## src/rtl/eep_wr_pkg.sv

```systemverilog
package eep_wr_pkg;

  localparam logic [7:0] OP_WREN  = 8'h06;
  localparam logic [7:0] OP_WRITE = 8'h02;
  localparam logic [7:0] OP_HIBIT = 8'h08;

  typedef enum logic [3:0] {
    ST_IDLE,
    ST_WREN,
    ST_GAP_A,
    ST_OPC,
    ST_ADR,
    ST_REQ,
    ST_DLO,
    ST_DHI,
    ST_GAP_B,
    ST_SETTLE
  } seq_st_e;

endpackage

```

## src/rtl/eep_range_chk.sv

```systemverilog
module eep_range_chk #(
  parameter int WORD_SIZE = 256,
  parameter int IDX_W     = 16
) (
  input  logic [IDX_W-1:0] ofs,
  input  logic [IDX_W-1:0] cnt,
  output logic             ok
);

  localparam logic [31:0] WS = 32'(WORD_SIZE);

  logic [31:0] o32;
  logic [31:0] c32;

  always_comb begin
    o32 = 32'(ofs);
    c32 = 32'(cnt);
    ok  = (o32 < WS) && (c32 != 32'd0) && (c32 <= (WS - o32));
  end

endmodule

```

## src/rtl/eep_byte_tx.sv

```systemverilog
module eep_byte_tx #(
  parameter int HALF = 2
) (
  input  logic       clk,
  input  logic       rst_n,
  input  logic       load,
  input  logic [7:0] din,
  output logic       sck,
  output logic       mosi,
  output logic       active,
  output logic       fin
);

  localparam int DW = (HALF > 1) ? $clog2(HALF) : 1;

  logic [7:0]    sh_q, sh_d;
  logic [2:0]    bit_q, bit_d;
  logic [DW-1:0] div_q, div_d;
  logic          sck_q, sck_d;
  logic          act_q, act_d;
  logic          fin_q, fin_d;
  logic          half_end;

  always_comb begin
    sh_d     = sh_q;
    bit_d    = bit_q;
    div_d    = div_q;
    sck_d    = sck_q;
    act_d    = act_q;
    fin_d    = 1'b0;
    half_end = (div_q == DW'(HALF - 1));
    if (act_q) begin
      if (half_end) begin
        div_d = '0;
        if (!sck_q) begin
          sck_d = 1'b1;
        end else begin
          sck_d = 1'b0;
          if (bit_q == 3'd7) begin
            act_d = 1'b0;
            fin_d = 1'b1;
          end else begin
            bit_d = bit_q + 3'd1;
            sh_d  = {sh_q[6:0], 1'b0};
          end
        end
      end else begin
        div_d = div_q + DW'(1);
      end
    end else if (load) begin
      sh_d  = din;
      bit_d = '0;
      div_d = '0;
      sck_d = 1'b0;
      act_d = 1'b1;
    end
  end

  always_ff @(posedge clk or negedge rst_n) begin
    if (!rst_n) begin
      sh_q  <= '0;
      bit_q <= '0;
      div_q <= '0;
      sck_q <= 1'b0;
      act_q <= 1'b0;
      fin_q <= 1'b0;
    end else begin
      sh_q  <= sh_d;
      bit_q <= bit_d;
      div_q <= div_d;
      sck_q <= sck_d;
      act_q <= act_d;
      fin_q <= fin_d;
    end
  end

  assign sck    = sck_q;
  assign mosi   = sh_q[7];
  assign active = act_q;
  assign fin    = fin_q;

  // data must hold while the device samples on the high phase
  assert_mosi_hold_R7: assert property (@(posedge clk) disable iff (!rst_n)
    sck_q |-> $stable(sh_q[7]));

  // the sequencer never hands over a byte while one is still shifting
  assert_load_free_R5: assert property (@(posedge clk) disable iff (!rst_n)
    load |-> !act_q);

endmodule

```

## src/rtl/eep_seq.sv

```systemverilog
module eep_seq
  import eep_wr_pkg::*;
#(
  parameter int WORD_SIZE     = 256,
  parameter int IDX_W         = 16,
  parameter int ADDR_BITS     = 8,
  parameter int PAGE_BYTES    = 16,
  parameter int SCK_HALF      = 2,
  parameter int SETTLE_CYCLES = 20
) (
  input  logic             clk,
  input  logic             rst_n,
  input  logic             start,
  input  logic [IDX_W-1:0] ofs_in,
  input  logic [IDX_W-1:0] cnt_in,
  input  logic             range_ok,
  input  logic             word_valid,
  input  logic [15:0]      word_data,
  output logic             word_ready,
  output logic             tx_load,
  output logic [7:0]       tx_byte,
  input  logic             tx_fin,
  output logic             cs_n,
  output logic             busy,
  output logic             done,
  output logic             err
);

  localparam int ADDR_BYTES = ADDR_BITS / 8;
  localparam int AB_W       = (ADDR_BYTES > 1) ? $clog2(ADDR_BYTES) : 1;
  localparam int PAGE_WORDS = PAGE_BYTES / 2;
  localparam int PW_B       = (PAGE_WORDS > 1) ? $clog2(PAGE_WORDS) : 1;
  localparam int GAP        = 2 * SCK_HALF;
  localparam int GAP_W      = $clog2(GAP + 1);
  localparam int SC_W       = $clog2(SETTLE_CYCLES + 1);

  seq_st_e          st_q, st_d;
  logic [IDX_W-1:0] ofs_q, ofs_d;
  logic [IDX_W-1:0] rem_q, rem_d;
  logic [7:0]       hi_q, hi_d;
  logic [AB_W-1:0]  ab_q, ab_d;
  logic [GAP_W-1:0] gap_q, gap_d;
  logic [SC_W-1:0]  set_q, set_d;
  logic             cs_n_q, cs_n_d;
  logic             done_q, done_d;
  logic             err_q, err_d;

  logic [IDX_W-1:0] ofs_nx;
  logic [31:0]      badr;
  logic             page_edge;
  logic             hi_sel;
  logic [7:0]       opc;

  function automatic logic [7:0] adr_byte(input logic [31:0] a, input int k);
    return 8'(a >> (8 * k));
  endfunction

  // the ninth byte-address bit only exists as an opcode bit on 8-bit parts
  if (ADDR_BITS == 8) begin : g_hibit
    assign hi_sel = (32'(ofs_q) >= 32'd128);
  end else begin : g_nohibit
    assign hi_sel = 1'b0;
  end

  assign ofs_nx    = ofs_q + IDX_W'(1);
  assign badr      = 32'(ofs_q) << 1;
  assign page_edge = (ofs_nx[PW_B-1:0] == '0);
  assign opc       = OP_WRITE | (hi_sel ? OP_HIBIT : 8'h00);

  always_comb begin
    st_d       = st_q;
    ofs_d      = ofs_q;
    rem_d      = rem_q;
    hi_d       = hi_q;
    ab_d       = ab_q;
    gap_d      = gap_q;
    set_d      = set_q;
    done_d     = 1'b0;
    err_d      = 1'b0;
    tx_load    = 1'b0;
    tx_byte    = 8'h00;
    word_ready = 1'b0;
    unique case (st_q)
      ST_IDLE: begin
        if (start) begin
          if (range_ok) begin
            ofs_d   = ofs_in;
            rem_d   = cnt_in;
            tx_load = 1'b1;
            tx_byte = OP_WREN;
            st_d    = ST_WREN;
          end else begin
            err_d = 1'b1;
          end
        end
      end
      ST_WREN: begin
        if (tx_fin) begin
          gap_d = '0;
          st_d  = ST_GAP_A;
        end
      end
      ST_GAP_A: begin
        if (gap_q == GAP_W'(GAP - 1)) begin
          tx_load = 1'b1;
          tx_byte = opc;
          st_d    = ST_OPC;
        end else begin
          gap_d = gap_q + GAP_W'(1);
        end
      end
      ST_OPC: begin
        if (tx_fin) begin
          tx_load = 1'b1;
          tx_byte = adr_byte(badr, ADDR_BYTES - 1);
          ab_d    = AB_W'(ADDR_BYTES - 1);
          st_d    = ST_ADR;
        end
      end
      ST_ADR: begin
        if (tx_fin) begin
          if (ab_q == '0) begin
            st_d = ST_REQ;
          end else begin
            ab_d    = ab_q - AB_W'(1);
            tx_load = 1'b1;
            tx_byte = adr_byte(badr, int'(ab_q) - 1);
          end
        end
      end
      ST_REQ: begin
        word_ready = 1'b1;
        if (word_valid) begin
          hi_d    = word_data[15:8];
          tx_load = 1'b1;
          tx_byte = word_data[7:0];
          st_d    = ST_DLO;
        end
      end
      ST_DLO: begin
        if (tx_fin) begin
          tx_load = 1'b1;
          tx_byte = hi_q;
          st_d    = ST_DHI;
        end
      end
      ST_DHI: begin
        if (tx_fin) begin
          ofs_d = ofs_nx;
          rem_d = rem_q - IDX_W'(1);
          if (rem_q == IDX_W'(1)) begin
            set_d = '0;
            st_d  = ST_SETTLE;
          end else if (page_edge) begin
            gap_d = '0;
            st_d  = ST_GAP_B;
          end else begin
            st_d = ST_REQ;
          end
        end
      end
      ST_GAP_B: begin
        if (gap_q == GAP_W'(GAP - 1)) begin
          tx_load = 1'b1;
          tx_byte = OP_WREN;
          st_d    = ST_WREN;
        end else begin
          gap_d = gap_q + GAP_W'(1);
        end
      end
      ST_SETTLE: begin
        if (set_q == SC_W'(SETTLE_CYCLES - 1)) begin
          done_d = 1'b1;
          st_d   = ST_IDLE;
        end else begin
          set_d = set_q + SC_W'(1);
        end
      end
      default: st_d = ST_IDLE;
    endcase
    cs_n_d = !((st_d == ST_WREN) || (st_d == ST_OPC) || (st_d == ST_ADR) ||
               (st_d == ST_REQ)  || (st_d == ST_DLO) || (st_d == ST_DHI));
  end

  always_ff @(posedge clk or negedge rst_n) begin
    if (!rst_n) begin
      st_q   <= ST_IDLE;
      ofs_q  <= '0;
      rem_q  <= '0;
      hi_q   <= '0;
      ab_q   <= '0;
      gap_q  <= '0;
      set_q  <= '0;
      cs_n_q <= 1'b1;
      done_q <= 1'b0;
      err_q  <= 1'b0;
    end else begin
      st_q   <= st_d;
      ofs_q  <= ofs_d;
      rem_q  <= rem_d;
      hi_q   <= hi_d;
      ab_q   <= ab_d;
      gap_q  <= gap_d;
      set_q  <= set_d;
      cs_n_q <= cs_n_d;
      done_q <= done_d;
      err_q  <= err_d;
    end
  end

  assign cs_n = cs_n_q;
  assign busy = (st_q != ST_IDLE);
  assign done = done_q;
  assign err  = err_q;

  // a refusal only follows a start that failed the range test while idle
  assert_err_cause_R1: assert property (@(posedge clk) disable iff (!rst_n)
    err_q |-> ($past(start) && !$past(range_ok) && !busy));

  // words are requested only with the device selected
  assert_ready_frame_R8: assert property (@(posedge clk) disable iff (!rst_n)
    word_ready |-> !cs_n_q);

  // completion comes with the device released and the block idle
  assert_done_idle_R9: assert property (@(posedge clk) disable iff (!rst_n)
    done_q |-> (cs_n_q && !busy && !err_q));

  // a start during a transfer leaves the remaining count alone
  assert_busy_start_R10: assert property (@(posedge clk) disable iff (!rst_n)
    (start && busy && (st_q != ST_DHI)) |=> $stable(rem_q));

endmodule

```

## src/rtl/spi_eeprom_page_wr.sv

```systemverilog
module spi_eeprom_page_wr #(
  parameter int WORD_SIZE     = 256,
  parameter int IDX_W         = 16,
  parameter int ADDR_BITS     = 8,
  parameter int PAGE_BYTES    = 16,
  parameter int SCK_HALF      = 2,
  parameter int SETTLE_CYCLES = 20
) (
  input  logic             clk,
  input  logic             rst_n,
  input  logic             start,
  input  logic [IDX_W-1:0] start_ofs,
  input  logic [IDX_W-1:0] word_cnt,
  input  logic             word_valid,
  input  logic [15:0]      word_data,
  output logic             word_ready,
  output logic             busy,
  output logic             done,
  output logic             err,
  output logic             spi_cs_n,
  output logic             spi_sck,
  output logic             spi_mosi
);

  logic [1:0] rst_sync_q;
  logic       rst_n_s;
  logic       range_ok;
  logic       tx_load;
  logic [7:0] tx_byte;
  logic       tx_fin;
  logic       tx_active;

  always_ff @(posedge clk or negedge rst_n) begin
    if (!rst_n) begin
      rst_sync_q <= 2'b00;
    end else begin
      rst_sync_q <= {rst_sync_q[0], 1'b1};
    end
  end
  assign rst_n_s = rst_sync_q[1];

  eep_range_chk #(
    .WORD_SIZE (WORD_SIZE),
    .IDX_W     (IDX_W)
  ) i_range (
    .ofs (start_ofs),
    .cnt (word_cnt),
    .ok  (range_ok)
  );

  eep_seq #(
    .WORD_SIZE     (WORD_SIZE),
    .IDX_W         (IDX_W),
    .ADDR_BITS     (ADDR_BITS),
    .PAGE_BYTES    (PAGE_BYTES),
    .SCK_HALF      (SCK_HALF),
    .SETTLE_CYCLES (SETTLE_CYCLES)
  ) i_seq (
    .clk        (clk),
    .rst_n      (rst_n_s),
    .start      (start),
    .ofs_in     (start_ofs),
    .cnt_in     (word_cnt),
    .range_ok   (range_ok),
    .word_valid (word_valid),
    .word_data  (word_data),
    .word_ready (word_ready),
    .tx_load    (tx_load),
    .tx_byte    (tx_byte),
    .tx_fin     (tx_fin),
    .cs_n       (spi_cs_n),
    .busy       (busy),
    .done       (done),
    .err        (err)
  );

  eep_byte_tx #(
    .HALF (SCK_HALF)
  ) i_tx (
    .clk    (clk),
    .rst_n  (rst_n_s),
    .load   (tx_load),
    .din    (tx_byte),
    .sck    (spi_sck),
    .mosi   (spi_mosi),
    .active (tx_active),
    .fin    (tx_fin)
  );

  // serial clock pulses only inside a selected frame
  assert_sck_frame_R7: assert property (@(posedge clk) disable iff (!rst_n_s)
    spi_sck |-> !spi_cs_n);

  // while waiting on the stream the link is frozen
  assert_stall_sck_R8: assert property (@(posedge clk) disable iff (!rst_n_s)
    word_ready |-> (!spi_sck && !tx_active));

endmodule

```

## config.mk

```make
export PLATFORM = sky130hd
export DESIGN_NAME = spi_eeprom_page_wr
export DESIGN_NICKNAME = d
export VERILOG_FILES = /design/src/rtl/eep_wr_pkg.sv /design/src/rtl/eep_range_chk.sv /design/src/rtl/eep_byte_tx.sv /design/src/rtl/eep_seq.sv /design/src/rtl/spi_eeprom_page_wr.sv
export SDC_FILE = /design/constraint.sdc
export NUM_CORES = 1
export LEC_CHECK = 0
export BUFFER_PORTS_ARGS = -buffer_cell sky130_fd_sc_hd__buf_2
export CORE_ASPECT_RATIO = 1.75
export CORE_MARGIN = 1
export CORE_UTILIZATION = 45
export CTS_BUF_LIST = sky130_fd_sc_hd__clkbuf_16
export DETAILED_ROUTE_END_ITERATION = 12
export GPL_TIMING_DRIVEN = 0
export MAX_ROUTING_LAYER = met4
export PLACE_DENSITY = 0.68
export SLEW_MARGIN = 25
export SYNTH_ARGS = -nofsm -noshare
export SYNTH_HDL_FRONTEND = slang
export SYNTH_SLANG_ARGS = --single-unit
```

## constraint.sdc

```tcl
create_clock -name clk -period 2.1 [get_ports clk]
set_input_delay 0.21 -clock clk [delete_from_list [all_inputs] [get_ports clk]]
set_output_delay 0.21 -clock clk [all_outputs]
set_load 0.1 [all_outputs]
```

==> results.yml <==
synthesis:
  ys_seq_elements: 72
  synth.top_cell.area_share: 0.3674
  synth_fp_nets: 631
  synthCells: 552
  netlist_area_mm2: 0.004836
  synthDistinctLibCells: 67
  synth_edf_count: 0
  avgSynthCellArea_um2: 8.761
  synthFlopType: "dfrtp_1"
  ys_warn_count: 0
  yosys-top-cells-area: "dfrtp_1 37%, a21oi_1 7.7%, ha_1 7.0%"
  synth-seq-area-share: 0.3728
  async_reset_ff_frac: 1.000
  yosys.area.top_type: "dfrtp_1"
hold_path:
  min_from: "word_data[8]"
  min_path_type: "in -> reg"
clock_network:
  clk_latency_ns: 0.34
  cts_max_level: 3
  root_buffer: "clkbuf_16"
  path_clk_slew_ns: 0.06
  cts_sinks: 72
  cts-buffers-inserted: 9
  cts_max_path_buffers: 2
  cts_tree: "yes"
floorplan:
  die_y_um: 139.1
  initial_core_util: 0.4667
  io_pins: 59
  dieArea_mm2: 0.01118
  core-area_mm2: 0.01036
  chipWidth_um: 80.37
  num_rows: 49
sta:
  min_period_ns: 3.026
  fin_worst_skew_ns: 0.01019
  rsz0062_at_grt: "true"
  drv_slew: 0
  slew-limit-headroom: 0.4262
  finalHoldViolCount: 0
  setup_viol: 53
  fmax_ghz: 0.3305
  hold_ws_ns: 0.09743
  worst_pin_slew_ns: 0.8585
  fin_ws_ns: -0.9259
  finalCritPeriodShare: 1.441
setup_path:
  crit_arrival_ns: 3.29
  start_kind: "primary input"
  crit_start: "start_ofs[5]"
  max_stage_delay_ns: 0.33
  cp_max_fo: 5
  path_buf_inv: 4
  cp_slowest_cell: "a221o_1"
  r2r_start: "i_seq.st_q[0]"
  cp.required_ns: 2.37
  crit_top_cell: "buf_6"
  criticalPathCategory: "in -> reg"
  crit_family: "compound AO/OA/AOI/OAI gates"
  reg2reg_slack_ns: -0.43
  critPathCaptureType: "flop"
  critical_path.cell_chain: "buf_8 > nor4_4 > buf_4 > a31oi_4 > nor4_2 > xor2_1 > ha_1 > nand4_1 > nor2_1 > a221o_1 > o31ai_4 > a21o_1 > buf_6 > buf_6 > a21oi_2 > a21oi_1"
flow_run:
  cap_violations: 0
pwr:
  total_power_w: 0.004409
  seqPwrFrac: 0.373
  power.leakage_nw: 2.755
  power_density_mw_per_mm2: 683.1
  combPwrFrac: 0.283
  intPower_w: 0.002870
  ir_drop_mv: 0.7725
  switching_share: 0.3491
  p_switching_w: 0.001539
  power.share.clock: 0.344
cells_and_area:
  layout_common_cells: "70 x dfrtp_1, 57 x buf_2, 53 x nand2_1"
  fill_cells: 874
  drive_above_1_share: 0.3464
  seqCellArea_mm2: 0.001807
  multi_input_area_mm2: 0.003247
  final_util: 0.6229
  nNetsFinal: 738
  layoutNonFillerInstCount: 791
  final_common_cell: "dfrtp_1"
  area.growth.synth_to_final_pct: 33.45
  antennaDiodeCount: 0
placement:
  dp_hpwl_um: 11010
  port_buffers: 58
  gp_congestion: 0.9208
  dp.cells: 738
grt:
  antenna_found_initial: 0
  use_met3: 0.03816
  gr-total-overflow: 0
  groute.usage.overall: 0.2925
  grt.busiest_layer: "met2"
  grt_max_degree: 52
  grt_first_pass_wirelength_um: 24260
  met2_usage: 0.5214
  grt_pass1_vias: 4898
  grtUsageMet1: 0.3036
detailed_routing:
  drt.antenna.violating_nets: 0
  vias: 4850
  viasPerCell: 6.131
  drt_iter0_drc: 235
  totalWireLength_um: 15290
  drt-pass1-iter-count: 6
  avgRoutedWirePerCell_um: 19.33
  drc: 0
outcome:
  status: "complete, but fails checks"
  violations: "negative setup slack"
## power groups by stage
stage / Combinational [W] / Sequential, W / Clock, W
2_1_floorplan: 0.000671 / 0.00174 / 0
3_3_place_gp: 0.00101 / 0.00167 / 0
3_5_place_dp: 0.00107 / 0.00166 / 0
4_1_cts: 0.00117 / 0.00164 / 0.00153
5_1_grt: 0.00135 / 0.00167 / 0.00159
6_report: 0.00125 / 0.00165 / 0.00152
## cell usage after synthesis (7+ instances only)
cell / instances
mux2_2: 9
buf_2: 9
nor2_1: 39
inv_1: 26
o22ai_1: 14
ha_1: 27
xor2_1: 11
o21ai_0: 34
nand2_1: 59
nand3_1: 24
a21o_1: 7
nor4_1: 9
dfrtp_1: 71
a21oi_1: 74
nand4_1: 11
clkbuf_1: 11
nor3_1: 13
## routing by layer
| layer | vias to the layer above | share of wire | routed length, um |
|---|---|---|---|
| met5 | - | 0 | 0 |
| met4 | 0 | 0.045 | 690 |
| met3 | 55 | 0.043 | 655 |
| met2 | 192 | 0.55 | 8462 |
| met1 | 2354 | 0.36 | 5485 |
| li1 | 2249 | - | - |
## per-stage QoR
stage               TNS, ns  worst slack [ns]  instance area [um^2]
floorplan            -34.73           -0.8869                  5057
global placement     -67.37            -1.481                  5507
detailed placement   -70.68            -1.537                  5537
CTS                  -42.40           -0.9673                  6250
global route         -51.45            -1.128                  6454
finish               -41.15           -0.9259                  6454
## final cells by class
type,instances,share of cell area
clock inverters,7,0.009694
clock buffers,9,0.03490
repair buffers,96,0.1066
multi-input cells,432,0.5031
well taps,127,0.02462
inverters,26,0.01512
flip-flops and latches,72,0.2800
plain buffers,22,0.02598
## final timing paths
path,cells past startpoint,endpoint
setup reg to reg,9,i_tx.bit_q[0]
hold reg to reg,0,i_seq.ofs_q[9]
max in group asynchronous,1,i_seq.cs_n
min in group asynchronous,2,rst_sync_q[1]
setup / recovery,16,i_seq.ofs_q[6]
hold / removal,2,i_seq.hi_q[0]
## sequential cells by signal, indices dropped and copies added, names as in the netlist
signal       count
i_seq.st_q       4
rst_sync_q       2
i_tx.bit_q       3
i_tx.active      1
i_seq.err        1
i_tx.fin         1
i_seq.cs_n       1
i_seq.set_q      5
i_seq.done       1
i_seq.gap_q      3
i_tx.sh_q        8
i_seq.hi_q       8
i_tx.sck         1
i_tx.div_q       1
i_seq.rem_q     16
i_seq.ofs_q     16
## kinds of logic (layout without fill, tap and decap cells)
| group | count (synthesis) | in the layout | synth area share |
|---|---|---|---|
| mux | 19 | 19 | 0.04787 |
| other cells | 1 | 1 | 0.0007755 |
| simple gates | 198 | 199 | 0.2228 |
| xor+xnor | 17 | 17 | 0.03079 |
| fa+ha+maj | 27 | 27 | 0.06986 |
| buf+inv | 49 | 160 | 0.04191 |
| flops | 72 | 72 | 0.3728 |
| compound gates | 169 | 169 | 0.2132 |
## timing repair
item,CTS,global route
gates resized for setup,54,29
gates cloned,2,1
pin swaps,22,17
setup endpoints to repair,65,56
buffers inserted,24,10
hold endpoints to repair,2,0
hold buffers,1,0
No activity file was read; power rests on OpenSTA's default activity.
